`src/rtl/rcm_pkg.sv`:
```
package rcm_pkg;

    localparam int unsigned RCM_CNT_W  = 16;
    localparam int unsigned RCM_HIST_W = 4;
    localparam int unsigned RCM_STAT_W = 32;

    typedef struct packed {
        logic tick;
        logic rech;
        logic ok;
        logic clr;
    } rcm_evt_t;

endpackage

```
`src/rtl/rcm_period_cnt.sv`:
```
module rcm_period_cnt #(
    parameter int unsigned CNT_W = rcm_pkg::RCM_CNT_W
) (
    input  logic             clk,
    input  logic             rst_n,
    input  logic             tick_i,
    input  logic             restart_i,
    output logic [CNT_W-1:0] count_o
);

    localparam logic [CNT_W-1:0] CNT_MAX = {CNT_W{1'b1}};

    typedef struct packed {
        logic [CNT_W-1:0] cnt;
    } cnt_st_t;

    cnt_st_t st_d, st_q;

    always_comb begin
        st_d = st_q;
        if (restart_i) begin
            st_d.cnt = '0;
        end else if (tick_i && (st_q.cnt != CNT_MAX)) begin
            st_d.cnt = st_q.cnt + 1'b1;
        end
    end

    always_ff @(posedge clk or negedge rst_n) begin
        if (!rst_n) st_q <= '0;
        else        st_q <= st_d;
    end

    assign count_o = st_q.cnt;

    AST_CNT_RESTART: assert property (@(posedge clk) disable iff (!rst_n)
        restart_i |=> (count_o == '0));
    AST_CNT_SATURATE: assert property (@(posedge clk) disable iff (!rst_n)
        (!restart_i && tick_i && (count_o == CNT_MAX)) |=> (count_o == CNT_MAX));
    AST_CNT_IDLE_HOLD: assert property (@(posedge clk) disable iff (!rst_n)
        (!restart_i && !tick_i) |=> $stable(count_o));

endmodule

```
`src/rtl/rcm_sample_hist.sv`:
```
module rcm_sample_hist #(
    parameter int unsigned HIST_W = rcm_pkg::RCM_HIST_W
) (
    input  logic              clk,
    input  logic              rst_n,
    input  logic              shift_i,
    input  logic              sample_i,
    output logic [HIST_W-1:0] hist_o
);

    typedef struct packed {
        logic [HIST_W-1:0] bits;
    } hist_st_t;

    hist_st_t st_d, st_q;

    always_comb begin
        st_d = st_q;
        if (shift_i) begin
            st_d.bits = {st_q.bits[HIST_W-2:0], sample_i};
        end
    end

    always_ff @(posedge clk or negedge rst_n) begin
        if (!rst_n) st_q <= '0;
        else        st_q <= st_d;
    end

    assign hist_o = st_q.bits;

    AST_HIST_NEWEST: assert property (@(posedge clk) disable iff (!rst_n)
        shift_i |=> (hist_o[0] == $past(sample_i)));
    AST_HIST_SHIFTED: assert property (@(posedge clk) disable iff (!rst_n)
        shift_i |=> (hist_o[HIST_W-1:1] == $past(hist_o[HIST_W-2:0])));
    AST_HIST_HOLD: assert property (@(posedge clk) disable iff (!rst_n)
        !shift_i |=> $stable(hist_o));

endmodule

```
`src/rtl/rcm_peak_track.sv`:
```
module rcm_peak_track #(
    parameter int unsigned CNT_W = rcm_pkg::RCM_CNT_W
) (
    input  logic             clk,
    input  logic             rst_n,
    input  logic             capture_i,
    input  logic             rail_ok_i,
    input  logic             clear_i,
    input  logic [CNT_W-1:0] count_i,
    output logic [CNT_W-1:0] peak_o
);

    typedef struct packed {
        logic             armed;
        logic [CNT_W-1:0] peak;
    } peak_st_t;

    peak_st_t st_d, st_q;
    logic     take_new;

    always_comb begin
        st_d     = st_q;
        take_new = capture_i && rail_ok_i && st_q.armed && (count_i > st_q.peak);
        if (capture_i) begin
            st_d.armed = 1'b1;
        end
        if (clear_i) begin
            st_d.peak = '0;
        end else if (take_new) begin
            st_d.peak = count_i;
        end
    end

    always_ff @(posedge clk or negedge rst_n) begin
        if (!rst_n) st_q <= '0;
        else        st_q <= st_d;
    end

    assign peak_o = st_q.peak;

    AST_PEAK_CLEAR: assert property (@(posedge clk) disable iff (!rst_n)
        clear_i |=> (peak_o == '0));
    AST_PEAK_NO_DROP: assert property (@(posedge clk) disable iff (!rst_n)
        !clear_i |=> (peak_o >= $past(peak_o)));
    AST_PEAK_LOW_RAIL: assert property (@(posedge clk) disable iff (!rst_n)
        (capture_i && !rail_ok_i && !clear_i) |=> $stable(peak_o));
    AST_PEAK_QUIET: assert property (@(posedge clk) disable iff (!rst_n)
        (!capture_i && !clear_i) |=> $stable(peak_o));
    AST_PEAK_FIRST: assert property (@(posedge clk) disable iff (!rst_n)
        (capture_i && !st_q.armed && !clear_i) |=> $stable(peak_o));
    AST_PEAK_CAPTURE: assert property (@(posedge clk) disable iff (!rst_n)
        (capture_i && rail_ok_i && st_q.armed && !clear_i && (count_i > peak_o))
        |=> (peak_o == $past(count_i)));

endmodule

```
`src/rtl/rail_recharge_mon.sv`:
```
module rail_recharge_mon #(
    parameter int unsigned CNT_W  = rcm_pkg::RCM_CNT_W,
    parameter int unsigned HIST_W = rcm_pkg::RCM_HIST_W,
    parameter int unsigned STAT_W = rcm_pkg::RCM_STAT_W
) (
    input  logic              clk,
    input  logic              rst_n,
    input  logic              slow_tick_i,
    input  logic              rech_start_i,
    input  logic              rail_ok_i,
    input  logic              stat_wr_i,
    output logic [STAT_W-1:0] status_o
);

    localparam int unsigned PAD_W = STAT_W - HIST_W - CNT_W;

    rcm_pkg::rcm_evt_t evt;
    logic [CNT_W-1:0]  count;
    logic [CNT_W-1:0]  peak;
    logic [HIST_W-1:0] hist;

    assign evt.tick = slow_tick_i;
    assign evt.rech = rech_start_i;
    assign evt.ok   = rail_ok_i;
    assign evt.clr  = stat_wr_i;

    rcm_period_cnt #(.CNT_W(CNT_W)) u_cnt (
        .clk       (clk),
        .rst_n     (rst_n),
        .tick_i    (evt.tick),
        .restart_i (evt.rech),
        .count_o   (count)
    );

    rcm_sample_hist #(.HIST_W(HIST_W)) u_hist (
        .clk      (clk),
        .rst_n    (rst_n),
        .shift_i  (evt.rech),
        .sample_i (evt.ok),
        .hist_o   (hist)
    );

    rcm_peak_track #(.CNT_W(CNT_W)) u_peak (
        .clk       (clk),
        .rst_n     (rst_n),
        .capture_i (evt.rech),
        .rail_ok_i (evt.ok),
        .clear_i   (evt.clr),
        .count_i   (count),
        .peak_o    (peak)
    );

    assign status_o = {{PAD_W{1'b0}}, hist, peak};

    AST_HIST_UNTOUCHED_BY_WRITE: assert property (@(posedge clk) disable iff (!rst_n)
        (stat_wr_i && !rech_start_i) |=> $stable(status_o[CNT_W +: HIST_W]));
    AST_RESET_ZERO: assert property (@(posedge clk)
        !rst_n |=> (status_o == '0) || !rst_n);

endmodule

```
`config.mk`:
```
export PLATFORM = sky130hd
export DESIGN_NAME = rail_recharge_mon
export DESIGN_NICKNAME = d
export VERILOG_FILES = /design/src/rtl/rcm_pkg.sv /design/src/rtl/rcm_period_cnt.sv /design/src/rtl/rcm_sample_hist.sv /design/src/rtl/rcm_peak_track.sv /design/src/rtl/rail_recharge_mon.sv
export SDC_FILE = /design/constraint.sdc
export NUM_CORES = 1
export LEC_CHECK = 0
export BUFFER_PORTS_ARGS = -buffer_cell sky130_fd_sc_hd__buf_2
export CAP_MARGIN = 20
export CORE_UTILIZATION = 40
export CTS_CLUSTER_SIZE = 14
export DETAILED_ROUTE_END_ITERATION = 10
export PLACE_DENSITY_LB_ADDON = 0.3
export SYNTH_ARGS = -nofsm -noshare
export SYNTH_HDL_FRONTEND = slang
export SYNTH_HIERARCHICAL = 1
export SYNTH_SLANG_ARGS = --single-unit
```
`constraint.sdc`:
```
create_clock -name clk -period 2.23 [get_ports clk]
set_clock_uncertainty 0.1 [all_clocks]
set_input_delay 0.223 -clock clk [delete_from_list [all_inputs] [get_ports clk]]
set_output_delay 0.223 -clock clk [all_outputs]
set_load 0.01 [all_outputs]
```
# After elaboration in Yosys (flattened, before gate mapping)
# Cells that the tools add are included.
# word_totals
in_bits	6
memories	0
latchBits	0
ramBits	0
output_inout_bits	32
elab_cells	17
mem_bits_ro	0
reg_bits	37
# op_classes
mux	4
n_div	0
bitwise	0
magnitude_cmp	1
n_eq_ne	1
n_shift	0
addsub	1
reduce_logical	6
multipliers	0
# op_table
operator	count
$mux 16	4
$add 16x1->16 const B	1
$gt 16x16->1	1
$ne 16x16->1 const B	1
$logic_and 1x1->1	4
$reduce_bool 2->1	2

# Depth between registers and ports, before layout
# depth
depth_word	5
depth_mapped	8
ltp_nobuf	7

# Modules after synthesis
# Netlist, hierarchy kept.
# by_module_without_submodules
module	instances	seq_area_each_um2	area_each_um2	cells_each
rcm_peak_track	1	425.4	1371.3	143
rcm_period_cnt	1	400.4	942.2	98
rcm_sample_hist	1	100.1	145.1	8
rail_recharge_mon	1	0.0	93.8	13

# Worst setup path before layout
# OpenSTA, ideal clock, no wires.
# synth_path
path_kind	register to register
startpoint	reg u_cnt.st_q (netlist bit u_cnt/count_o[13])
endpoint	reg u_peak.st_q (netlist bit u_peak/peak_o[10])
setup_ns	0.079
path_buffers	1
stages_incl_launch_ff	8
period_less_slack_ns	2.405
t_required_ns	2.051
setup_slack_ns	-0.175
arrival_ns	2.225
path_cell_list	dfrtp_1 ha_1 nand4_2 or4_4 a21o_1 a31oi_4 buf_12 mux2i_1
# synth_via
elab_chain_len	3
# synth_lines
element	line_no	source
start, declared	rcm_period_cnt.sv:17	cnt_st_t st_d, st_q;
start signal, assigned	rcm_period_cnt.sv:30	else st_q <= st_d;
$gt 16x16->1	rcm_peak_track.sv:23	take_new = capture_i && rail_ok_i && st_q.armed && (count_i > st_q.peak);
$logic_and 1x1->1	rcm_peak_track.sv:23	
$reduce_bool 2->1 (no line)	--	
end signal, assigned	rcm_peak_track.sv:36	else st_q <= st_d;
end, declared	rcm_peak_track.sv:18	peak_st_t st_d, st_q;
# No other way between the ends.
# A chain may end at the register's enable or synchronous reset.

# Worst setup path in the final report
# layout_path
startpoint	reg u_cnt.st_q (netlist bit u_cnt/count_o[7])
endpoint	reg u_peak.st_q (netlist bit u_peak/peak_o[11])
# Same word-level chain as after synthesis.

==> flow_summary_export.csv <==
group,metric,value,unit
clock_tree,clk_path_buf_depth,2,
die,ios,38,
route,drt_iter0_drc,86,
sta,worst_slack,-55.7,ps
grt,first_global_vias,1774,
sta,rsz0062_at_grt,"true",
synthesis,synth-xor-area-share,0,
sta,setup_viol,16,
clock_tree,cts_tree,"yes",
synthesis,synth_top_family_by_area,"simple AND/OR/NAND/NOR gates",
power_and_ir_drop,seqPwrFrac,0.530,
clock_tree,cts_buffers,5,
synthesis,synth_seq_area_share,0.363,
die,core_area,6030,sq um
final_layout,drive_gt1_frac,0.287,
sta,max_freq,0.437,GHz
setup_path,cpLargestDelayFamily,"simple AND/OR/NAND/NOR gates",
die,dieArea,6700,sq um
power_and_ir_drop,ir_drop,204,uV
die,die_h,81.9,microns
sta,hold_viol_final,0,
clock_tree,path_clk_slew,70,ps
die,rows,28,
die,die_w,81.9,microns
final_layout,register_area,927,sq um
grt,grt_pass1_wl,8.57,mm
sta,finalCriticalPeriod,2290,ps
power_and_ir_drop,intPower,995,uW
synthesis,synth_mux_area_frac,0.0980,
final_layout,final_nets,319,
setup_path,crit_fanout,8,
clock_tree,ctsRootBufferMaster,"clkbuf_8",
worst_hold_path,worstHoldPathType,"in2reg",
job,maxCapViolations,0,
route,dr_total_vias,1866,
final_layout,multiInputGateArea,1410,sq um
synthesis,synth_cells,262,
synthesis,synth_fa_ha_area_frac,0.0833,
status,violations,"setup timing",
synthesis,synthFlopType,"dfrtp_1",
setup_path,cp_slowest_cell,"or4_4",
synthesis,synthArstFlopShare,1.00,
setup_path,worst_setup_path_end_kind,"flop",
place,gp_congestion,0.794,
power_and_ir_drop,comb_power_share,0.111,
setup_path,crit_chain,"ha_4 > nand4_1 > or4_4 > a21o_1 > a31oi_4 > clkbuf_16 > mux2i_1",
grt,antenna_found_initial,0,
route,drt_first_pass_iters,4,
grt,grt_max_degree,33,
clock_tree,clock-sinks,37,
route,wl,5.25,mm
sta,tightest_slew,558,ps
sta,post-route-period-util,1.02,
route,viasPerCell,5.03,
route,drcViolationCount,0,
sta,fin_tns_setup,-536,ps
route,wl_per_cell,14.1,microns
synthesis,synth-edff-count,0,
final_layout,nFillCells,584,
power_and_ir_drop,p_per_area,445,nW/um^2
setup_path,crit_buf_inv,1,
synthesis,ys_ff_latch,37,
clock_tree,clk_latency,290,ps
clock_tree,htreeDepth,2,
synthesis,synthSimpleGateAreaFrac,0.225,
sta,relSlewSlack,0.628,
synthesis,yosys_warnings,6,
final_layout,area_growth,15.7,%
power_and_ir_drop,fin_total_pwr,1310,uW
final_layout,mostFrequentLayoutCell,"dfrtp_1",
setup_path,crit_type,"reg2reg",
power_and_ir_drop,clockPowerShare,0.359,
power_and_ir_drop,power.share.switching,0.242,
power_and_ir_drop,p_sw,318,uW
setup_path,arrival,2400,ps
die,initial_utilization,0.424,
grt,grt_usage,0.172,
status,outcome,"finished, violations left",
synthesis,synth.distinct_cells,41,
final_layout,layout_common_cells,"dfrtp_1, nand2b_1, buf_2, buf_4",
synthesis,syn_area_per_cell,9.74,sq um
setup_path,cp-start-kind,"flop",
sta,maxSlewViolCount,0,
setup_path,max_stage_delay,540,ps
place,numPortBuffers,25,
grt,grt-ovfl-total,0,
setup_path,cp.required,2340,ps
synthesis,syn-cell-area,2550,sq um
power_and_ir_drop,p_leak,0.00131,uW
final_layout,diodes,0,
route,postRouteAntennaNets,0,
synthesis,synth_compound_area_frac,0.0966,
place,hpwl,3.79,mm
## cells in the mapped netlist (2+ instances only)
library cell	count	area [sq um]
dfrtp_1	37	926
a21oi_1	17	85.1
clkbuf_1	7	26.3
o31ai_1	7	52.6
nor2b_1	6	37.5
mux2_1	4	45.0
nor4_1	4	25.0
nand3_1	3	15.0
o21ai_1	3	15.0
nand2b_1	32	200
nand4_1	8	50.1
nand4_2	2	25.0
nand2_1	9	33.8
or4_2	2	17.5
mux2i_1	16	160
mux2_2	4	45.0
and3_1	2	12.5
or4_1	5	37.5
nor2_1	5	18.8
buf_4	28	210
and4_2	2	20.0
ha_1	17	213
nor3_1	3	15.0
or3_1	2	12.5
inv_1	19	71.3
o21ai_0	3	15.0
## flip-flops by register name, summed over array words and instances, names as in the netlist
register / count
u_peak/peak_o: 16
u_hist/hist_o: 4
u_peak/st_q: 1
u_cnt/count_o: 16
## worst paths after layout
path	start	endpoint	slack, ps	cells after the start
min in group asynchronous	rst_n	u_cnt/count_o[2]$_DFFE_PN0P_	350	2
hold reg to reg	u_peak/st_q[16]$_DFFE_PN0P_	u_peak/st_q[16]$_DFFE_PN0P_	370	1
hold / removal	rail_ok_i	u_hist/hist_o[0]$_DFFE_PN0P_	110	2
setup / recovery	u_cnt/count_o[7]$_DFFE_PN0P_	u_peak/peak_o[11]$_DFFE_PN0P_	-60	7
setup reg to reg	u_cnt/count_o[7]$_DFFE_PN0P_	u_peak/peak_o[11]$_DFFE_PN0P_	-60	7
max in group asynchronous	rst_n	u_peak/peak_o[11]$_DFFE_PN0P_	1120	3
## worst reg2reg max path, cell delays in order, from the launching register on
cell       delay, ps
dfrtp_2          430
ha_4             280
nand4_1           80
or4_4            540
a21o_1           190
a31oi_4          210
clkbuf_16        210
mux2i_1          180
## power groups by stage
| stage | Clock, uW | Sequential (uW) | Combinational (uW) |
|---|---|---|---|
| 5_1_grt | 514 | 698 | 164 |
| 6_report | 471 | 696 | 145 |
| 4_1_cts | 491 | 696 | 142 |
| 2_1_floorplan | 0 | 716 | 95.6 |
| 3_3_place_gp | 0 | 709 | 138 |
| 3_5_place_dp | 0 | 709 | 141 |
## routing by layer
| metal | vias to the layer above | GRT usage | part of all wire |
|---|---|---|---|
| li1 | 952 | - | - |
| met1 | 876 | 0.241 | 0.50 |
| met2 | 31 | 0.260 | 0.46 |
| met3 | 7 | 0.0367 | 0.033 |
| met4 | 0 | 0.0579 | 0.014 |
| met5 | - | 0 | 0 |
## logic make-up after synthesis
| kind of cell | after synthesis |
|---|---|
| AO/OA/AOI/OAI | 37 |
| adder cells (fa/ha/maj) | 17 |
| buffers and inverters | 56 |
| flip-flops | 37 |
| multiplexers | 24 |
| other | 1 |
| AND/OR/NAND/NOR | 90 |
## per-stage QoR
| stage | cells | util | area, sq um | setup WS, ps | hold WS (ps) |
|---|---|---|---|---|---|
| after floorplan | 273 | - | 2620 | -95.2 | -173 |
| after global placement | 360 | 0.459 | 2770 | 31.8 | 160 |
| after detailed placement | 360 | 0.459 | 2770 | -47.5 | 148 |
| after CTS | 368 | 0.475 | 2860 | -65.1 | 92.5 |
| after global routing | 371 | 0.490 | 2950 | -145 | 97.3 |
| final | 371 | 0.490 | 2950 | -55.7 | 107 |
## layout make-up
cell class / count / share of cell area
clock buffers: 7 / 0.0292
inverters: 19 / 0.0242
flip-flops and latches: 37 / 0.314
well taps: 75 / 0.0318
repair buffers: 53 / 0.125
multi-input cells: 180 / 0.476
## repair_timing
item | in CTS | in global routing
pin swaps | 0 | 3
hold endpoints to repair | 22 | 0
hold buffers | 1 | 0
setup endpoints to repair | 16 | 16
resized for setup | 0 | 8
setup buffers | 0 | 2
cloned | 0 | 1
No activity file was read; power rests on OpenSTA's default activity.
